**src/rtl/pqic_pkg.sv**
```systemverilog
package pqic_pkg;
    localparam int unsigned STAT_W = 8;

    localparam logic [STAT_W-1:0] BIT_RX    = 8'h01;
    localparam logic [STAT_W-1:0] BIT_TX    = 8'h02;
    localparam logic [STAT_W-1:0] BIT_TXE   = 8'h04;
    localparam logic [STAT_W-1:0] BIT_ALLOC = 8'h08;
    localparam logic [STAT_W-1:0] BIT_OVRN  = 8'h10;
    localparam logic [STAT_W-1:0] ACK_MASK  = 8'hD6;
    localparam logic [STAT_W-1:0] RESET_ST  = 8'h04;
    localparam logic [STAT_W-1:0] EMPTY_CODE = 8'h80;

    // queue indices used by the generate loop in the top
    localparam int unsigned Q_TX   = 0;
    localparam int unsigned Q_DONE = 1;
    localparam int unsigned Q_RX   = 2;
    localparam int unsigned NUM_Q  = 3;

    typedef struct packed {
        logic [STAT_W-1:0] status;
        logic [STAT_W-1:0] mask;
    } ctl_t;
endpackage

```
**src/rtl/pq_fifo.sv**
```systemverilog
module pq_fifo #(
    parameter int unsigned DEPTH  = 4,
    parameter int unsigned PKT_W  = 6,
    parameter int unsigned HEAD_W = 8,
    localparam int unsigned CNT_W = $clog2(DEPTH + 1)
) (
    input  logic              clk,
    input  logic              rst_n,
    input  logic              push,
    input  logic [PKT_W-1:0]  push_num,
    input  logic              pop,
    output logic [HEAD_W-1:0] head,
    output logic [CNT_W-1:0]  cnt_d
);
    import pqic_pkg::*;

    localparam logic [CNT_W-1:0] FULL = CNT_W'(DEPTH);

    typedef struct packed {
        logic [DEPTH-1:0][PKT_W-1:0] ent;
        logic [CNT_W-1:0]            cnt;
    } fifo_t;

    fifo_t cur_q, nxt_d;
    logic [CNT_W-1:0] mid_cnt;

    always_comb begin
        nxt_d   = cur_q;
        mid_cnt = cur_q.cnt;
        // pop first: shift every entry one slot toward the head
        if (pop && (cur_q.cnt != '0)) begin
            for (int i = 0; i < int'(DEPTH) - 1; i++) begin
                nxt_d.ent[i] = cur_q.ent[i+1];
            end
            nxt_d.ent[DEPTH-1] = '0;
            mid_cnt = cur_q.cnt - CNT_W'(1);
        end
        nxt_d.cnt = mid_cnt;
        // then push into the first free slot
        if (push && (mid_cnt < FULL)) begin
            for (int i = 0; i < int'(DEPTH); i++) begin
                if (CNT_W'(i) == mid_cnt) begin
                    nxt_d.ent[i] = push_num;
                end
            end
            nxt_d.cnt = mid_cnt + CNT_W'(1);
        end
    end

    always_ff @(posedge clk) begin
        if (!rst_n) begin
            cur_q <= '0;
        end else begin
            cur_q <= nxt_d;
        end
    end

    assign cnt_d = nxt_d.cnt;
    assign head  = (cur_q.cnt == '0) ? HEAD_W'(EMPTY_CODE)
                                     : {{(HEAD_W-PKT_W){1'b0}}, cur_q.ent[0]};
endmodule

```
**src/rtl/pq_status.sv**
```systemverilog
module pq_status (
    input  logic [7:0] status_q,
    input  logic       ack_we,
    input  logic [7:0] ack_data,
    input  logic       rx_push,
    input  logic       rx_pop,
    input  logic       rx_left,
    input  logic       set_alloc,
    input  logic       set_ovrn,
    input  logic       tx_empty,
    input  logic       done_busy,
    output logic [7:0] status_d
);
    import pqic_pkg::*;

    always_comb begin
        status_d = status_q;
        // acknowledge clears first, so that every set below wins
        if (ack_we) begin
            status_d = status_d & ~(ack_data & ACK_MASK);
        end
        if (rx_pop) begin
            status_d = rx_left ? (status_d | BIT_RX) : (status_d & ~BIT_RX);
        end
        if (rx_push)   status_d = status_d | BIT_RX;
        if (set_alloc) status_d = status_d | BIT_ALLOC;
        if (set_ovrn)  status_d = status_d | BIT_OVRN;
        // bits that follow the queues are reapplied last
        if (tx_empty)  status_d = status_d | BIT_TXE;
        if (done_busy) status_d = status_d | BIT_TX;
    end
endmodule

```
**src/rtl/pq_irq_ctrl.sv**
```systemverilog
module pq_irq_ctrl #(
    parameter int unsigned DEPTH = 4,
    parameter int unsigned PKT_W = 6
) (
    input  logic             clk,
    input  logic             rst_n,
    input  logic             tx_push,
    input  logic [PKT_W-1:0] tx_push_num,
    input  logic             tx_pop,
    input  logic             done_push,
    input  logic [PKT_W-1:0] done_push_num,
    input  logic             rx_push,
    input  logic [PKT_W-1:0] rx_push_num,
    input  logic             rx_pop,
    input  logic             set_alloc,
    input  logic             set_ovrn,
    input  logic             ack_we,
    input  logic [7:0]       ack_data,
    input  logic             mask_we,
    input  logic [7:0]       mask_data,
    output logic [7:0]       tx_head,
    output logic [7:0]       done_head,
    output logic [7:0]       rx_head,
    output logic [7:0]       status,
    output logic             irq
);
    import pqic_pkg::*;

    localparam int unsigned CNT_W = $clog2(DEPTH + 1);

    logic [NUM_Q-1:0]            push_v, pop_v;
    logic [NUM_Q-1:0][PKT_W-1:0] num_v;
    logic [NUM_Q-1:0][7:0]       head_v;
    logic [NUM_Q-1:0][CNT_W-1:0] cnt_v;

    ctl_t ctl_q, ctl_d;
    logic [7:0] status_nx;

    assign push_v[Q_TX]   = tx_push;
    assign push_v[Q_DONE] = done_push;
    assign push_v[Q_RX]   = rx_push;
    assign num_v[Q_TX]    = tx_push_num;
    assign num_v[Q_DONE]  = done_push_num;
    assign num_v[Q_RX]    = rx_push_num;
    assign pop_v[Q_TX]    = tx_pop;
    assign pop_v[Q_DONE]  = ack_we && ack_data[1];
    assign pop_v[Q_RX]    = rx_pop;

    for (genvar g = 0; g < NUM_Q; g++) begin : g_q
        pq_fifo #(.DEPTH(DEPTH), .PKT_W(PKT_W), .HEAD_W(8)) u_fifo (
            .clk      (clk),
            .rst_n    (rst_n),
            .push     (push_v[g]),
            .push_num (num_v[g]),
            .pop      (pop_v[g]),
            .head     (head_v[g]),
            .cnt_d    (cnt_v[g])
        );
    end

    pq_status u_status (
        .status_q  (ctl_q.status),
        .ack_we    (ack_we),
        .ack_data  (ack_data),
        .rx_push   (rx_push),
        .rx_pop    (rx_pop),
        .rx_left   (cnt_v[Q_RX] != '0),
        .set_alloc (set_alloc),
        .set_ovrn  (set_ovrn),
        .tx_empty  (cnt_v[Q_TX] == '0),
        .done_busy (cnt_v[Q_DONE] != '0),
        .status_d  (status_nx)
    );

    always_comb begin
        ctl_d        = ctl_q;
        ctl_d.status = status_nx;
        if (mask_we) ctl_d.mask = mask_data;
    end

    always_ff @(posedge clk) begin
        if (!rst_n) begin
            ctl_q.status <= RESET_ST;
            ctl_q.mask   <= '0;
        end else begin
            ctl_q <= ctl_d;
        end
    end

    assign tx_head   = head_v[Q_TX];
    assign done_head = head_v[Q_DONE];
    assign rx_head   = head_v[Q_RX];
    assign status    = ctl_q.status;
    assign irq       = |(ctl_q.status & ctl_q.mask);
endmodule

```
**config.mk**
```make
export PLATFORM = sky130hd
export DESIGN_NAME = pq_irq_ctrl
export DESIGN_NICKNAME = d
export VERILOG_FILES = /design/src/rtl/pqic_pkg.sv /design/src/rtl/pq_fifo.sv /design/src/rtl/pq_status.sv /design/src/rtl/pq_irq_ctrl.sv
export SDC_FILE = /design/constraint.sdc
export NUM_CORES = 1
export LEC_CHECK = 0
export ABC_AREA = 1
export BUFFER_PORTS_ARGS = -buffer_cell sky130_fd_sc_hd__clkbuf_2
export CAP_MARGIN = 20
export CORE_UTILIZATION = 51
export DETAILED_ROUTE_END_ITERATION = 6
export GPL_TIMING_DRIVEN = 0
export PLACE_DENSITY = 0.79
export SLEW_MARGIN = 30
export SYNTH_ARGS = -nofsm -noshare
export SYNTH_HDL_FRONTEND = slang
export SYNTH_SLANG_ARGS = --single-unit
```
**constraint.sdc**
```tcl
create_clock -name clk -period 2.2 [get_ports clk]
set_clock_uncertainty 0.05 [all_clocks]
set_input_delay 0.44 -clock clk [delete_from_list [all_inputs] [get_ports clk]]
set_output_delay 0.44 -clock clk [all_outputs]
set_load 0.01 [all_outputs]
```
==> impl_metrics.env <==
export IMPL_status="complete, no violations"
export IMPL_grt_pass1_wl_um=18900
export IMPL_required_ps=2400
export IMPL_cts_made_buffers=9
export IMPL_wl_um=11600
export IMPL_die_h_um=98.9
export IMPL_finalCritPeriodShare_pct=94.4
export IMPL_wl_met3_um=658
export IMPL_maxSlewViolCount=0
export IMPL_power_density_nw_per_um2=1320
export IMPL_initial_core_util_pct=53.8
export IMPL_fin_crit_ps=2080
export IMPL_cts_root_buf="clkbuf_8"
export IMPL_fin_ws_ps=123
export IMPL_finalHoldViolations=0
export IMPL_cts_tree="yes"
export IMPL_place_congestion=0.824
export IMPL_synthFlopType="dfxtp_1"
export IMPL_cts_sinks=95
export IMPL_drt_initial_drc_count=224
export IMPL_fin_util_pct=64.4
export IMPL_synth_seq_area_share_pct=39.7
export IMPL_overflow=0
export IMPL_dieArea_um2=9780
export IMPL_slew_headroom_pct=65.2
export IMPL_place_ws_ps=-202
export IMPL_cts_htree_levels=3
export IMPL_drt_first_pass_iters=5
export IMPL_fp_dieW_um=98.9
export IMPL_path_max_fanout=5
export IMPL_grt_pass1_vias=4261
export IMPL_drive_above_1_share_pct=21.0
export IMPL_ys_ff_latch=95
export IMPL_setup_worst_path_class="reg2reg"
export IMPL_clk_pin_slew_worst_paths_ps=90
export IMPL_antenna_found_initial=0
export IMPL_synth_edf_count=0
export IMPL_num_rows=34
export IMPL_grtUsageTotal_pct=23.8
export IMPL_hpwl_um=8330
export IMPL_grt_max_degree=16
export IMPL_diodes=0
export IMPL_wl_met2_um=5800
export IMPL_top_layer="met4"
export IMPL_cts_hold_buf=0
export IMPL_clk_latency_ps=360
export IMPL_area_growth_pct=19.6
export IMPL_hold_path_class="in2reg"
export IMPL_async_reset_ff_share_pct=0
export IMPL_pin_count=78
export IMPL_place_inst=883
export IMPL_wire_per_inst_um=12.7
export IMPL_num_vias=4712
export IMPL_viasPerCell=5.14
export IMPL_crit_arrival_ps=2270
export IMPL_wirelength_met1_um=5000
export IMPL_ys_types=34
export IMPL_avgSynthCellArea_um2=6.80
export IMPL_crit_path_start_kind="flop"
export IMPL_p_leak_nw=2.63
export IMPL_end_kind="flop"
export IMPL_yosys_warnings=0
export IMPL_finalSetupTns_ps=0
export IMPL_tightest_slew_ps=521
export IMPL_layout_nets=857
export IMPL_timing_fmax_mhz=481
export IMPL_core_area_um2=8890
export IMPL_setup_viol=0
export IMPL_portBuffers=68
export IMPL_fin_cells=916
export IMPL_power_mw=7.55
export IMPL_drc=0
export IMPL_synthCells=704
export IMPL_ant_nets=0
export IMPL_peakVddDrop_mv=0.754
export IMPL_clockBufferDepth=2
export IMPL_maxCapViolCount=0
export IMPL_syn_area_um2=4790
[power breakdown]
group | total, mW | internal, mW | switching, mW
sequential | 2.47 | 2.24 | 0.224
clock | 1.25 | 0.644 | 0.611
combinational | 3.83 | 1.47 | 2.36
[layout make-up]
type | count | area [µm²]
repair buffers | 85 | 480
inverters | 101 | 382
clock buffers | 11 | 131
well taps | 108 | 135
clock inverters | 5 | 81.3
multi-input cells | 468 | 2340
flip-flops and latches | 95 | 1910
fillers | 792 | 3170
plain buffers | 43 | 263
[critical path, cell delays in order, from the launching register on]
cell and delay (ps):
dfxtp_2 350, inv_1 70, ha_1 220, nand2_2 110
nand2_2 100, o21ai_4 200, nor2_1 60, ha_1 270
nor2_1 40, a21oi_1 150, nand3_1 100, o21bai_1 160
a21oi_1 70
[synthesized netlist by cell type, types with 3 or more instances]
master | n | area [µm²]
o21ai_0 | 133 | 666
nand2_1 | 128 | 480
inv_1 | 98 | 368
dfxtp_1 | 95 | 1900
nor2_1 | 94 | 353
a21oi_1 | 60 | 300
buf_4 | 15 | 113
clkbuf_1 | 15 | 56.3
buf_2 | 10 | 50.1
nand3_1 | 10 | 50.1
ha_1 | 9 | 113
nor2_2 | 5 | 31.3
xor2_1 | 4 | 35.0
o21ai_2 | 3 | 26.3
[final timing paths]
| kind | from | endpoint | slack (ps) | cells past startpoint |
|---|---|---|---|---|
| min | ack_data[6] | status[6]$_SDFFE_PN0P_ | 200 | 2 |
| max | g_q[2].u_fifo.cur_q[0]$_SDFF_PN0_ | status[0]$_SDFF_PN0_ | 120 | 12 |
| max reg2reg | g_q[2].u_fifo.cur_q[0]$_SDFF_PN0_ | status[0]$_SDFF_PN0_ | 120 | 12 |
| min reg2reg | status[6]$_SDFFE_PN0P_ | status[6]$_SDFFE_PN0P_ | 420 | 2 |
[metrics by stage]
stage	cell area [µm²]	hold slack, ps
2_1_floorplan	4800	375
3_5_place_dp	5270	405
3_3_place_gp	5270	396
4_1_cts	5540	193
6_report	5720	204
5_1_grt	5720	201
[cells by family (layout without fill, tap and decap cells)]
logic type | Yosys count | count (layout) | synth area share (%)
AOI/OAI and AO/OA | 201 | 201 | 21.5
xor gates and xnor gates | 6 | 6 | 1.88
adders and majority gates | 9 | 9 | 2.35
buffers and inverters | 144 | 245 | 12.9
DFF | 95 | 95 | 39.7
other | 1 | 4 | 0.0784
and+or+nand+nor | 248 | 248 | 21.6
[registers in the layout (all words and copies together) (netlist names)]
register,cells
status,7
ctl_q,7
g_q.u_fifo.cur_q,81
[placed cells by master (no fill, tap or decap), types with 2 or more instances in the layout]
master and count:
a21oi_1 60, buf_12 2, buf_2 8, buf_4 32
bufinv_16 2, clkbuf_1 13, clkbuf_2 74, clkbuf_8 9
conb_1 4, dfxtp_1 90, dfxtp_2 5, ha_1 8
inv_1 95, inv_2 4, nand2_1 122, nand2_2 7
nand2_4 2, nand3_1 10, nor2_1 93, nor2_2 6
nor2_8 2, o21ai_0 133, o21ai_2 2, o21ai_4 2
xor2_1 3, xor2_4 2
[metal layers]
metal,global-route usage (%),vias to the layer above
li1,-,2399
met1,29.5,2157
met2,42.3,139
met3,3.97,17
met4,7.12,0
met5,0,-
[repair_timing]
action | 4_1_cts | 5_1_grt
gates resized for setup | 13 | 25
buffers inserted | 2 | 15
hold endpoints to repair | 0 | 0
pin swaps | 4 | 12
endpoints found under the setup margin | 19 | 46
Power figures use the tool's default switching activity.
